[config.mk]
export PLATFORM = sky130hd
export DESIGN_NAME = tpre_top
export DESIGN_NICKNAME = d
export VERILOG_FILES = /design/src/rtl/tpre_pkg.sv /design/src/rtl/tpre_shadow_reg.sv /design/src/rtl/tpre_down_counter.sv /design/src/rtl/tpre_top.sv
export SDC_FILE = /design/constraint.sdc
export NUM_CORES = 1
export LEC_CHECK = 0
export BUFFER_PORTS_ARGS = -buffer_cell sky130_fd_sc_hd__buf_4
export CORE_MARGIN = 5
export CORE_UTILIZATION = 45
export CTS_CLUSTER_SIZE = 14
export DETAILED_ROUTE_END_ITERATION = 8
export GPL_TIMING_DRIVEN = 0
export PLACE_DENSITY_LB_ADDON = 0.05
export REMOVE_ABC_BUFFERS = 1
export SYNTH_ARGS = -nofsm -noshare
export SYNTH_HDL_FRONTEND = slang
export SYNTH_SLANG_ARGS = --single-unit
export TNS_END_PERCENT = 30
[constraint.sdc]
create_clock -name clk -period 1.9 [get_ports clk]
set_input_delay 0 -clock clk [delete_from_list [all_inputs] [get_ports clk]]
set_output_delay 0 -clock clk [all_outputs]
set_load 0.02 [all_outputs]
[src/rtl/tpre_pkg.sv]
package tpre_pkg;
  parameter int unsigned PRE_W = 8;

  typedef enum logic [1:0] {
    ACT_HOLD = 2'd0,
    ACT_DEC  = 2'd1,
    ACT_LOAD = 2'd2
  } cnt_act_e;
endpackage

[src/rtl/tpre_shadow_reg.sv]
module tpre_shadow_reg #(
  parameter int unsigned W = tpre_pkg::PRE_W
) (
  input  logic         clk,
  input  logic         rst_n,
  input  logic         wr_en,
  input  logic [W-1:0] wr_data,
  output logic [W-1:0] rd_data,
  output logic [W-1:0] load_val
);
  logic [W-1:0] preset_q;

  always_ff @(posedge clk or negedge rst_n) begin
    if (!rst_n)     preset_q <= '0;
    else if (wr_en) preset_q <= wr_data;
  end

  assign rd_data  = preset_q;
  // A write coinciding with a load supplies the fresh value.
  assign load_val = wr_en ? wr_data : preset_q;

  a_r2_readback: assert property (@(posedge clk) disable iff (!rst_n)
    wr_en |=> rd_data == $past(wr_data));
  a_r2_hold: assert property (@(posedge clk) disable iff (!rst_n)
    !wr_en |=> $stable(rd_data));
endmodule

[src/rtl/tpre_down_counter.sv]
module tpre_down_counter
  import tpre_pkg::*;
#(
  parameter int unsigned W = PRE_W
) (
  input  logic         clk,
  input  logic         rst_n,
  input  logic         clk_en,
  input  logic         reload,
  input  logic [W-1:0] load_val,
  output logic         tick
);
  logic [W-1:0] cnt_q;
  logic         at_zero;
  logic         underflow;
  cnt_act_e     act;

  assign at_zero   = (cnt_q == '0);
  assign underflow = clk_en && at_zero;

  always_comb begin
    if (reload || underflow) act = ACT_LOAD;
    else if (clk_en)         act = ACT_DEC;
    else                     act = ACT_HOLD;
  end

  always_ff @(posedge clk or negedge rst_n) begin
    if (!rst_n) begin
      cnt_q <= '0;
      tick  <= 1'b0;
    end else begin
      unique case (act)
        ACT_LOAD: cnt_q <= load_val;
        ACT_DEC:  cnt_q <= cnt_q - 1'b1;
        default:  cnt_q <= cnt_q;
      endcase
      tick <= underflow;
    end
  end

  a_r4_hold: assert property (@(posedge clk) disable iff (!rst_n)
    (!clk_en && !reload) |=> ($stable(cnt_q) && !tick));
  a_r3_decrement: assert property (@(posedge clk) disable iff (!rst_n)
    (clk_en && !reload && cnt_q != '0) |=> (cnt_q == $past(cnt_q) - 1'b1));
  a_r6_reload_load: assert property (@(posedge clk) disable iff (!rst_n)
    reload |=> (cnt_q == $past(load_val)));
  a_r6_no_tick: assert property (@(posedge clk) disable iff (!rst_n)
    (reload && (!clk_en || cnt_q != '0)) |=> !tick);
endmodule

[src/rtl/tpre_top.sv]
module tpre_top #(
  parameter int unsigned W = tpre_pkg::PRE_W
) (
  input  logic         clk,
  input  logic         rst_n,
  input  logic         clk_en,
  input  logic         wr_en,
  input  logic [W-1:0] wr_data,
  output logic [W-1:0] rd_data,
  input  logic         reload_req,
  output logic         tick
);
  logic [W-1:0] load_val;

  tpre_shadow_reg #(.W(W)) u_shadow (
    .clk      (clk),
    .rst_n    (rst_n),
    .wr_en    (wr_en),
    .wr_data  (wr_data),
    .rd_data  (rd_data),
    .load_val (load_val)
  );

  tpre_down_counter #(.W(W)) u_cnt (
    .clk      (clk),
    .rst_n    (rst_n),
    .clk_en   (clk_en),
    .reload   (reload_req),
    .load_val (load_val),
    .tick     (tick)
  );

  a_r3_tick_needs_enable: assert property (@(posedge clk) disable iff (!rst_n)
    !clk_en |=> !tick);
endmodule

==> out/metrics.cfg <==
[clocking]
clkSinkCount = 17
numCtsBuffers = 3
cts.clk_slew.worst_paths_ps = 100
cts_hold_buffers = 9
ctsRootBufferMaster = clkbuf_4
cts_tree = done
postCtsSetupBuffers = 0
cts_resized = 0
cts_max_path_buffers = 2
cts_max_level = 1
clk_latency_ps = 290

[synth]
synth_edf_count = 0
ys_seq_elements = 17
async_flop_share_pct = 100
ys_warn_count = 0
netlist_area_um2 = 915
synth_seq_area_share_pct = 46.5
ys.flop_type = dfrtp_1
synthCells = 68
syn_avg_cell_area_um2 = 13.5
ys_types = 30

[routing]
viasPerCell = 5.13
vias = 652
antenna_left = 0
finalWirelength_um = 1790
route.detailed.drc = 0
wl_per_cell_um = 14.1
drtPass1Iterations = 2
drt_iter0_drc = 1

[global_routing]
grtUsageMet2_pct = 24.2
gr-total-overflow = 0
grt_max_degree = 18
antenna_found_initial = 0
grtUsageMet3_pct = 3.49
grt_pass1_vias = 674
grt_pass1_wl_um = 2890
track_usage_pct = 14.0
busiest_layer = met2
use_met1_pct = 15.3

[critical_path]
worst_ep_required_time_ps = 2080
crit_chain = inv_1 > ha_1 > nor4b_4 > a21oi_4 > mux2_4
worstPathArrival_ps = 1900
cpPeakStageDelay_ps = 430
end_kind = register
crit_slowest_cell = dfrtp_1
startpoint_type = register
crit_type = reg2reg
cp_max_fo = 7

[sta]
worst_slew_pin_slew_ps = 458
timing.fmax_ghz = 0.583
drv_slew = 0
skew_ps = 3.76
setup_viol = 0
hold_viol = 0
timing.final.ws_setup_ps = 184
timing.final.crit_period_ps = 1720
maxSlewHeadroom_pct = 69.3
fin_tns_setup_ps = 0
rsz0062_at_grt = no
fin_crit_sh_pct = 90.3

[place]
dpl_worst_slack_ps = 206
globalplace.congestion = 0.761
portBuffers = 21
hpwl_um = 1270

[pwr]
p_total_w = 0.000945
p_leak_nw = 0.556
p_per_area_nw_per_um2 = 781
peakVddDrop_uv = 455

[floorplanning]
num_rows = 16
coreArea_um2 = 1940
die_w_um = 55.1
ios = 22
die_area_um2 = 3030
start_util_pct = 47.1
dieHeight_um = 55.1

[run]
maxCapViolCount = 0

[layout]
fin_nets = 116
antenna_cells = 0
areaGrowthSynthToFinish_pct = 32.3
regArea_um2 = 425
drive_gt1_share_pct = 43.0
post-route-util_pct = 62.3
fill_cells = 170
multi_input_area_um2 = 462

[run_status]
status = completed

[min_path]
hp-class = in2reg

report_power, final:
| group | total, W | switching (W) | internal [W] |
|---|---|---|---|
| clock network | 0.000197 | 0.000115 | 0.0000817 |
| registers | 0.000479 | 0.0000666 | 0.000413 |
| logic | 0.000269 | 0.000112 | 0.000157 |
cells in the final DEF, fill, tap and decap left out, types with 2 or more instances in the layout:
| cell type | netlist | layout |
|---|---|---|
| a2bb2oi_1 | 2 | 2 |
| buf_4 | 1 | 21 |
| clkbuf_4 | 0 | 3 |
| dfrtp_1 | 17 | 17 |
| dlygate4sd3_1 | 0 | 9 |
| ha_1 | 2 | 2 |
| inv_1 | 4 | 4 |
| mux2_2 | 7 | 7 |
| mux2_4 | 5 | 5 |
| mux2i_1 | 3 | 3 |
| nand2_1 | 2 | 2 |
| nor3_1 | 2 | 2 |
| nor4b_4 | 2 | 2 |
| xor2_1 | 3 | 3 |
per-layer routing:
layer	wire (um)	vias up	share of wire, %
li1	-	315	-
met1	770	317	43
met2	910	16	51
met3	70	4	3.9
met4	34	0	1.9
met5	0	-	0
flip-flops by register name (all words and copies together), names as in the netlist:
signal            flops
u_cnt.cnt_q           8
u_shadow.rd_data      8
u_cnt.tick            1
cells by family after synthesis:
kind of cell | count (synthesis) | synth area share [%]
adders and majority gates | 2 | 2.74
DFF | 17 | 46.5
muxes | 15 | 20.1
xor gates and xnor gates | 4 | 3.83
and+or+nand+nor | 16 | 16.0
buffers and inverters | 6 | 3.01
AOI/OAI and AO/OA | 8 | 7.80
final cells by class:
class	count	share of cell area (%)
Timing Repair Buffer	30	20.5
Inverter	4	1.24
Tap cell	27	2.79
Multi-Input combinational cell	45	38.2
Clock buffer	4	2.17
Sequential cell	17	35.2
Yosys cell counts, types with 2 or more instances:
cell	n	area, um^2
ha_1	2	25.0
dfrtp_1	17	425
xor2_1	3	26.3
nand2_1	2	7.51
a2bb2oi_1	2	17.5
nor3_1	2	10.0
mux2_4	5	75.1
inv_1	4	15.0
mux2i_1	3	30.0
mux2_2	7	78.8
nor4b_4	2	47.6
through the flow:
| step | hold WS [ps] | std cells | area, um^2 |
|---|---|---|---|
| after floorplan | -296 | 66 | 902 |
| after CTS | 4.93 | 127 | 1210 |
| after detailed placement | -120 | 114 | 1090 |
| final | 15.4 | 127 | 1210 |
| after global placement | -122 | 114 | 1090 |
| after global routing | 27.3 | 127 | 1210 |
final timing paths:
kind	start	endpoint	cells after the start	slack (ps)
worst min-delay path	reload_req	u_cnt.cnt_q[7]	3	20
max in group asynchronous	rst_n	u_shadow.rd_data[0]	2	1600
worst min register to register	u_shadow.rd_data[2]	u_shadow.rd_data[2]	1	530
worst max-delay path	u_cnt.cnt_q[0]	u_cnt.cnt_q[0]	5	180
min in group asynchronous	rst_n	u_shadow.rd_data[7]	2	100
worst max register to register	u_cnt.cnt_q[0]	u_cnt.cnt_q[0]	5	180
worst max-delay path, delay by kind of cell, from the launching register on:
kind | cells | cell delay, ps
flip-flops | 1 | 430
AND/OR/NAND/NOR | 1 | 400
multiplexers | 1 | 330
AO/OA/AOI/OAI | 1 | 190
adder cells (fa/ha/maj) | 1 | 150
buffers and inverters | 1 | 100
Power figures use the tool's default switching activity.
